File: src/rtl/vec_load_agen.sv
module vec_load_agen #(
  parameter int AW    = 32,
  parameter int VLMAX = 8,
  parameter int SEGW  = 3,
  parameter int REGW  = 5,
  parameter int EBW   = 8,
  localparam int VLW  = $clog2(VLMAX + 1),
  localparam int EW   = $clog2(VLMAX)
) (
  input  logic               clk,
  input  logic               rst_n,
  input  logic               start,
  input  logic [AW-1:0]      base_addr,
  input  logic [EBW-1:0]     elem_bytes,
  input  logic               strided,
  input  logic [AW-1:0]      stride_val,
  input  logic [SEGW-1:0]    seg_len,
  input  logic [VLW-1:0]     vl,
  input  logic [REGW-1:0]    rd,
  input  logic               pred_en,
  input  logic               pred_inv,
  input  logic [VLMAX-1:0]   pred_bits,
  input  logic               idx_vec,
  input  logic [VLMAX*AW-1:0] idx_offs,
  output logic               busy,
  output logic               req_valid,
  input  logic               req_ready,
  output logic [AW-1:0]      req_addr,
  output logic [REGW-1:0]    req_reg,
  output logic [EW-1:0]      req_elem,
  output logic               done
);

  localparam logic [EW:0] NONE = (EW+1)'(VLMAX);

  logic [AW-1:0]    base_q, stride_q;
  logic [SEGW-1:0]  seg_q;
  logic [VLW-1:0]   vl_q;
  logic [REGW-1:0]  rd_q;
  logic             pen_q, pinv_q, idx_q;
  logic [VLMAX-1:0] pbits_q, act_q, act_in;
  logic [AW-1:0]    idx_arr [VLMAX];
  logic [EW-1:0]    e_q;
  logic [SEGW-1:0]  j_q;
  logic [EW:0]      first, nxt;
  logic [AW-1:0]    elem_off;
  logic             accept;

  function automatic logic [EW:0] seek(input logic [VLMAX-1:0] m, input int from);
    logic [EW:0] r;
    r = NONE;
    for (int i = VLMAX - 1; i >= 0; i--)
      if (m[i] && i >= from) r = (EW+1)'(i);
    return r;
  endfunction

  always_comb
    for (int i = 0; i < VLMAX; i++)
      act_in[i] = (i < int'(vl)) && (!pred_en || (pred_bits[i] ^ pred_inv));

  assign first     = seek(act_in, 0);
  assign nxt       = seek(act_q, int'(e_q) + 1);
  assign accept    = busy && req_ready;
  assign req_valid = busy;
  assign req_elem  = e_q;
  assign req_reg   = rd_q + REGW'(j_q);
  assign elem_off  = idx_q ? idx_arr[e_q]
                           : AW'(e_q) * (AW'(seg_q) + AW'(1)) * stride_q;
  assign req_addr  = base_q + elem_off + AW'(j_q) * stride_q;

  always_ff @(posedge clk or negedge rst_n) begin
    if (!rst_n) begin
      busy     <= 1'b0;
      done     <= 1'b0;
      e_q      <= '0;
      j_q      <= '0;
      base_q   <= '0;
      stride_q <= '0;
      seg_q    <= '0;
      vl_q     <= '0;
      rd_q     <= '0;
      pen_q    <= 1'b0;
      pinv_q   <= 1'b0;
      idx_q    <= 1'b0;
      pbits_q  <= '0;
      act_q    <= '0;
      for (int i = 0; i < VLMAX; i++) idx_arr[i] <= '0;
    end else begin
      done <= 1'b0;
      if (!busy && start) begin
        base_q   <= base_addr;
        stride_q <= strided ? stride_val : AW'(elem_bytes);
        seg_q    <= seg_len;
        vl_q     <= vl;
        rd_q     <= rd;
        pen_q    <= pred_en;
        pinv_q   <= pred_inv;
        idx_q    <= idx_vec;
        pbits_q  <= pred_bits;
        act_q    <= act_in;
        for (int i = 0; i < VLMAX; i++) idx_arr[i] <= idx_offs[i*AW +: AW];
        j_q <= '0;
        if (first == NONE) begin
          done <= 1'b1;
        end else begin
          busy <= 1'b1;
          e_q  <= first[EW-1:0];
        end
      end else if (accept) begin
        if (j_q != seg_q) begin
          j_q <= j_q + 1'b1;
        end else if (nxt == NONE) begin
          busy <= 1'b0;
          done <= 1'b1;
          j_q  <= '0;
        end else begin
          e_q <= nxt[EW-1:0];
          j_q <= '0;
        end
      end
    end
  end

  assert_hold_R8: assert property (@(posedge clk) disable iff (!rst_n)
    req_valid && !req_ready |=> req_valid && $stable(req_addr) && $stable(req_reg) && $stable(req_elem));

  assert_pred_R5: assert property (@(posedge clk) disable iff (!rst_n)
    req_valid |-> (!pen_q || (pbits_q[req_elem] ^ pinv_q)));

  assert_in_range_R6: assert property (@(posedge clk) disable iff (!rst_n)
    req_valid |-> ({1'b0, req_elem} < vl_q));

  assert_field_step_R7: assert property (@(posedge clk) disable iff (!rst_n)
    req_valid && req_ready && (j_q != seg_q) |=> req_valid && req_elem == $past(req_elem) && j_q == $past(j_q) + 1'b1);

  assert_elem_rise_R7: assert property (@(posedge clk) disable iff (!rst_n)
    req_valid && req_ready && (j_q == seg_q) && !done |=> !req_valid || (req_elem > $past(req_elem)));

  assert_empty_R9: assert property (@(posedge clk) disable iff (!rst_n)
    start && !busy && vl == '0 |=> done && !req_valid);

  assert_done_quiet_R9: assert property (@(posedge clk) disable iff (!rst_n)
    done |-> !req_valid && $past(!busy || req_ready));

endmodule

File: config.mk
export PLATFORM = sky130hd
export DESIGN_NAME = vec_load_agen
export DESIGN_NICKNAME = d
export VERILOG_FILES = /design/src/rtl/vec_load_agen.sv
export SDC_FILE = /design/constraint.sdc
export NUM_CORES = 2
export LEC_CHECK = 0
export BUFFER_PORTS_ARGS = -buffer_cell sky130_fd_sc_hd__buf_2
export CAP_MARGIN = 15
export CORE_UTILIZATION = 45
export CTS_CLUSTER_SIZE = 24
export DETAILED_ROUTE_END_ITERATION = 12
export PLACE_DENSITY = 0.65
export SLEW_MARGIN = 20
export SYNTH_ARGS = -nofsm -noshare
export SYNTH_HDL_FRONTEND = slang
export SYNTH_SLANG_ARGS = --single-unit
File: constraint.sdc
create_clock -name clk -period 10.85 [get_ports clk]
set_clock_uncertainty 0.15 [all_clocks]
set_input_delay 0.5425 -clock clk [delete_from_list [all_inputs] [get_ports clk]]
set_output_delay 0.5425 -clock clk [all_outputs]
set_load 0.03 [all_outputs]
# Word level (Yosys, flattened, before mapping)
# Cells that the tools add are included.
word_totals:
  regBits: 345
  input_bits: 356
  out_inout_bits: 43
  wordCells: 130
classes:
  addsub: 6
  n_mul: 3
  magnitude_cmp: 17
  n_eq_ne: 6
  mux: 39
  n_bitwise: 9
  n_reduce_logical: 32
op_table:
  columns: ["operator", "count"]
  rows:
  - ["two-way mux 32 bit", 4]
  - ["binary-select mux 32 bit (select 3 bit)", 1]
  - ["adder 32 bit", 2]
  - ["two-way mux 4 bit", 16]
  - ["multiplier 3 x 32 -> 32 bit", 1]
  - ["multiplier 7 x 32 -> 32 bit", 1]
  - ["two-way mux 3 bit", 8]
  - ["logical AND 1 bit", 18]
  - ["greater-or-equal comparator 3 x 4 -> 1 bit, first input constant", 4]
  - ["< comparator 3 x 4 -> 1 bit, first input constant", 4]
  - ["two-way mux 1 bit", 10]
  - ["adder 3 x 1 -> 4 bit, second input constant", 2]
  - ["equality test 4 bit, second input constant", 2]
  - ["greater-or-equal comparator 1 x 4 -> 1 bit, first input constant", 2]
  - ["greater-or-equal comparator 2 x 4 -> 1 bit, first input constant", 2]
  - ["logical OR 1 bit", 8]
  - ["< comparator 1 x 4 -> 1 bit, first input constant", 2]
  - ["< comparator 2 x 4 -> 1 bit, first input constant", 2]
  - ["AND reduction 4 bit", 2]
  - ["bitwise XOR 1 bit", 8]
  - ["multiplier 3 x 4 -> 7 bit", 1]
  - ["!= test 2 bit, second input constant", 3]
  - ["adder 5 x 3 -> 5 bit", 1]
  - ["greater-or-equal comparator 4 bit, second input constant", 1]
  - ["5 further kinds", 7]

# Longest topological paths before layout
logic_depth:
  word_depth: 16
  depth_mapped: 42
  mapped_depth_nobuf: 39

# Least setup slack after synthesis
# Ideal clock, no wire load.
synth_timing:
  path_type: "flip-flop to output port"
  start: "register e_q[1], in the netlist req_elem[1]"
  end: "output port req_addr[31]"
  t_arrival_ns: 9.686
  required_ns: 10.158
  setup_slack_ns: 0.471
  path_stages_with_launch: 38
  n_path_buf: 5
  cell_sequence: "dfrtp_1 -> buf_2 -> clkbuf_1 -> clkbuf_1 -> nand2_1 -> fa_1 -> inv_1 -> ha_1 -> fa_1 -> clkbuf_1 -> clkbuf_1 -> nand2_1 -> fa_1 -> fa_1 -> inv_1 -> fa_1 -> inv_1 -> fa_1 -> (+2 left out) -> a2111o_1 -> o21ai_0 -> o21bai_1 -> a21oi_1 -> xnor2_1 -> nor2_1 -> a21oi_1 -> fa_1 -> ha_1 -> nand3_1 -> a2111oi_4 -> o21ai_2 -> a211oi_2 -> o21ai_1 -> a21oi_2 -> mux2i_1 -> nand4b_1 -> xor2_1"
synth_between:
  elab_chain_len: 7
  elab_cells_between_ends: 9
  cone_classes: "2 x add/sub; 2 x mul; 4 x mux; 1 x bitwise"
synth_lines:
  columns: ["item", "line_no", "source"]
  rows:
  - ["start: declaration", "43", "logic [EW-1:0] e_q;"]
  - ["start signal: assignment", "107", "e_q <= first[EW-1:0];"]
  - ["start signal: assignment", "117", "e_q <= nxt[EW-1:0];"]
  - ["branches (longest 4 deep; another with multiplier 7 x 32 -> 32 bit)", null, null]
  - ["two-way mux 32 bit (*)", "67", "assign elem_off = idx_q ? idx_arr[e_q]"]
  - ["adder 32 bit (*) (2 in a row)", "69", "assign req_addr = base_q + elem_off + AW'(j_q) * stride_q;"]
  - ["end: declaration", "28", "output logic [AW-1:0] req_addr,"]
# Mark *: on every way between the ends. The select of a mux whose other input is x is not followed.

# Final worst setup path
layout_timing:
  start: "register seg_q[0]"
  end: "output port req_addr[31]"
layout_between:
  elab_chain_len: 6
layout_lines:
  columns: ["item", "line_no", "source"]
  rows:
  - ["start: declaration", "37", "logic [SEGW-1:0] seg_q;"]
  - ["start signal: assignment", "93", "seg_q <= seg_len;"]
  - ["adder 3 x 1 -> 4 bit", "68", ": AW'(e_q) * (AW'(seg_q) + AW'(1)) * stride_q;"]
  - ["multiplier 3 x 4 -> 7 bit", "68", null]
  - ["multiplier 7 x 32 -> 32 bit", "68", null]
  - ["two-way mux 32 bit", "67", null]
  - ["adder 32 bit (2 in a row)", "69", null]
# No other way between the ends.

==> impl_metrics.json <==
{
  "io_buffers": 398,
  "final_core_utilization": 0.559,
  "antenna_violating_nets_post_route": 0,
  "first_global_vias": 22500,
  "drtPass1Iterations": 5,
  "timing.final.crit_share": 0.967,
  "n_fill_cell": 5254,
  "timing.setup.critical_path_class": "reg -> out",
  "worst_slew_margin_rel": 0.199,
  "floorplan.initialDensity": 0.456,
  "finalHoldViolations": 0,
  "synth_edf_count": 0,
  "gr-usage-met3": 0.0442,
  "yosys_warnings": 0,
  "grt_setup_unrepaired": "true",
  "worst_path_max_fanout": 20,
  "gr-max-usage-layer": "met2",
  "post_synth_num_cell_types": 70,
  "clock_latency_ns": 0.58,
  "detail_route.vias_per_cell": 5.13,
  "status": "finished clean",
  "grtUsageTotal": 0.268,
  "critical-path-slowest-cell": "sky130_fd_sc_hd__fa_1",
  "finalNonFillerCells": 4310,
  "globalRouteMet1Util": 0.378,
  "cell_occurring_most_often_along_the_worst_timing_path": "sky130_fd_sc_hd__fa_1",
  "finalCriticalPeriod_ns": 10.49,
  "gr-usage-met2": 0.433,
  "initial_antenna_violation_count": 11,
  "dpl.cell_count": 4075,
  "synth_top_cell_by_area": "sky130_fd_sc_hd__dfrtp_1",
  "finish.net_count": 4178,
  "drt_iter0_markers": 1498,
  "area.growth.synth_to_final_pct": 22.6,
  "worstPathRequired_ns": 10.16,
  "tritoncts": "done",
  "part_of_the_yosys_area_used_for_sequential_elements": 0.328,
  "die_height_um": 244,
  "fp.dieW_um": 244,
  "multiInputGateArea_um2": 16200,
  "floorplan.core_area_um2": 57700,
  "postSynth.asyncResetShare": 1.00,
  "worst-endpoint-arrival_ns": 9.80,
  "post_synth_main_area_contributors": "sky130_fd_sc_hd__dfrtp_1 33%, sky130_fd_sc_hd__nand2_1 18%, sky130_fd_sc_hd__fa_1 17%",
  "cts-root-to-sink-buffers": 3,
  "grt_max_degree": 194,
  "place.detailed.hpwl_mm": 56.6,
  "vias": 22100,
  "cts_root_buf": "sky130_fd_sc_hd__clkbuf_16",
  "total_clock_buffers_created_by_cts": 41,
  "avgSynthCellArea_um2": 8.61,
  "worst_pin_slew_ns": 1.20,
  "grt_pass1_wl_mm": 124,
  "fmax_ghz": 0.0953,
  "synthesized_instance_count": 3054,
  "fraction_of_final_layout_cells_with_drive_strength_greater_than_1": 0.186,
  "timing.hold.worst.class": "in -> reg",
  "mappedNetlistNets": 3722,
  "clkSinkCount": 345,
  "cts-htree-levels": 2,
  "timing.final.setup_violations": 0,
  "worst_setup_path_end_kind": "output pin",
  "remaining_drc_errors": 0,
  "setup.worst_path.start_class": "register",
  "number_of_register_bits_inferred_by_synthesis": 345,
  "synth.cells.most_frequent": "1,233 x sky130_fd_sc_hd__nand2_1, 345 x sky130_fd_sc_hd__dfrtp_1, 313 x sky130_fd_sc_hd__inv_1, 225 x sky130_fd_sc_hd__fa_1, 153 x sky130_fd_sc_hd__clkbuf_1",
  "fp.dieArea_um2": 59400,
  "yosysMostFrequentCell": "sky130_fd_sc_hd__nand2_1",
  "worst_setup_hold_path_clk_slew_ns": 0.06,
  "wl_per_cell_um": 18.2,
  "std_cell_rows": 88,
  "final-seq-area_um2": 8650,
  "timing.final.max_slew_violations": 0,
  "yosys.area.top_type_share": 0.328,
  "gp_congestion": 0.921,
  "synth.cell_area_um2": 26300,
  "ys_dominant_reg_cell": "sky130_fd_sc_hd__dfrtp_1",
  "post_route_cell_area_um2": 32300,
  "grt_overflow_total": 0,
  "postRouteWirelength_mm": 78.3,
  "cp_peak_stage_delay_ns": 0.56,
  "dpl_cell_area_um2": 28900,
  "boundaryPins": 399,
  "max-cap-violations": 0
}
-- cell type report --
type / instances / area share
clock buffers: 61 / 0.0370
clock inverters: 13 / 0.00869
inverters: 313 / 0.0364
repair buffers: 584 / 0.118
diodes: 4 / 0.000310
multi-input cells: 2225 / 0.501
flip-flops and latches: 345 / 0.268
well taps: 765 / 0.0297
-- layer usage --
| layer | vias to the layer above | wire, um |
|---|---|---|
| li1 | 10400 | - |
| met1 | 10900 | 34600 |
| met2 | 668 | 37100 |
| met3 | 111 | 4920 |
| met4 | 8 | 1740 |
| met5 | - | 43 |
-- critical path, delay by kind of cell (launching register included) --
family	cells	cell delay (ns)
AO/OA/AOI/OAI	8	1.57
AND/OR/NAND/NOR	8	1.39
buffers and inverters	7	0.64
multiplexers	1	0.12
flip-flops	1	0.44
adder cells (fa/ha/maj)	11	4.56
XOR/XNOR	3	0.46
-- stage by stage --
step	TNS, ns	hold WS (ns)	setup slack [ns]
finish	0	0.0139	0.356
global route	-0.409	0.00240	-0.114
CTS	0	0.000110	0.00708
detailed placement	0	0.308	0.466
global placement	0	0.302	0.556
floorplan	0	0.0969	0.471
-- cell families after synthesis --
logic type | after synthesis | synth area share
xor gates and xnor gates | 80 | 0.0266
DFF | 345 | 0.328
buffers and inverters | 484 | 0.0698
adders and majority gates | 312 | 0.213
muxes | 110 | 0.0728
AOI/OAI and AO/OA | 259 | 0.0650
and+or+nand+nor | 1464 | 0.225
-- worst paths after layout --
check / from / to / slack (ns) / cells past startpoint
hold reg to reg: idx_arr[160]$_DFFE_PN0P_ / idx_arr[160]$_DFFE_PN0P_ / 0.32 / 2
max in group asynchronous: rst_n / req_elem[1]$_DFFE_PN0P_ / 8.78 / 3
setup / recovery: seg_q[0]$_DFFE_PN0P_ / req_addr[31] / 0.36 / 38
hold / removal: idx_offs[10] / idx_arr[234]$_DFFE_PN0P_ / 0.01 / 3
setup reg to reg: busy$_DFFE_PN0P_ / idx_arr[98]$_DFFE_PN0P_ / 7.42 / 5
min in group asynchronous: rst_n / idx_arr[134]$_DFFE_PN0P_ / 0.33 / 2
-- registers in the layout, indices dropped and copies added (netlist names) --
signal    flops
j_q           3
req_elem      3
stride_q     32
rd_q          5
busy          1
seg_q         3
idx_q         1
act_q         8
done          1
base_q       32
idx_arr     256
-- repair_timing --
item,CTS,global route
hold buffers,149,0
hold endpoints to repair,208,0
setup buffers,0,7
pin swaps,1,13
gates resized for setup,12,75
endpoints found under the setup margin,10,17
-- layout by cell type, fill, tap and decap left out, types with 7 or more instances in the layout --
cell type                       count
sky130_fd_sc_hd__a21o_1            32
sky130_fd_sc_hd__a21oi_1           59
sky130_fd_sc_hd__a21oi_2           16
sky130_fd_sc_hd__and2_1            79
sky130_fd_sc_hd__buf_2            394
sky130_fd_sc_hd__buf_4             33
sky130_fd_sc_hd__clkbuf_1          12
sky130_fd_sc_hd__clkbuf_16         42
sky130_fd_sc_hd__clkbuf_8           7
sky130_fd_sc_hd__dfrtp_1          337
sky130_fd_sc_hd__dlygate4sd3_1    149
sky130_fd_sc_hd__fa_1             224
sky130_fd_sc_hd__ha_1              74
sky130_fd_sc_hd__ha_2               9
sky130_fd_sc_hd__inv_1            313
sky130_fd_sc_hd__mux2_2            11
sky130_fd_sc_hd__mux2i_1           35
sky130_fd_sc_hd__mux4_2            64
sky130_fd_sc_hd__nand2_1         1232
sky130_fd_sc_hd__nand2b_1          16
sky130_fd_sc_hd__nand3_1           41
sky130_fd_sc_hd__nor2_1            50
sky130_fd_sc_hd__nor3_1             7
sky130_fd_sc_hd__o211ai_1           7
sky130_fd_sc_hd__o21a_1            12
sky130_fd_sc_hd__o21ai_0           43
sky130_fd_sc_hd__o21ai_1           13
sky130_fd_sc_hd__o21ai_2           10
sky130_fd_sc_hd__xnor2_1           58
sky130_fd_sc_hd__xor2_1            20
Power is left out: the tool's default activity adds up to more than one toggle a clock period on the data nets, which glitch-free logic cannot reach.
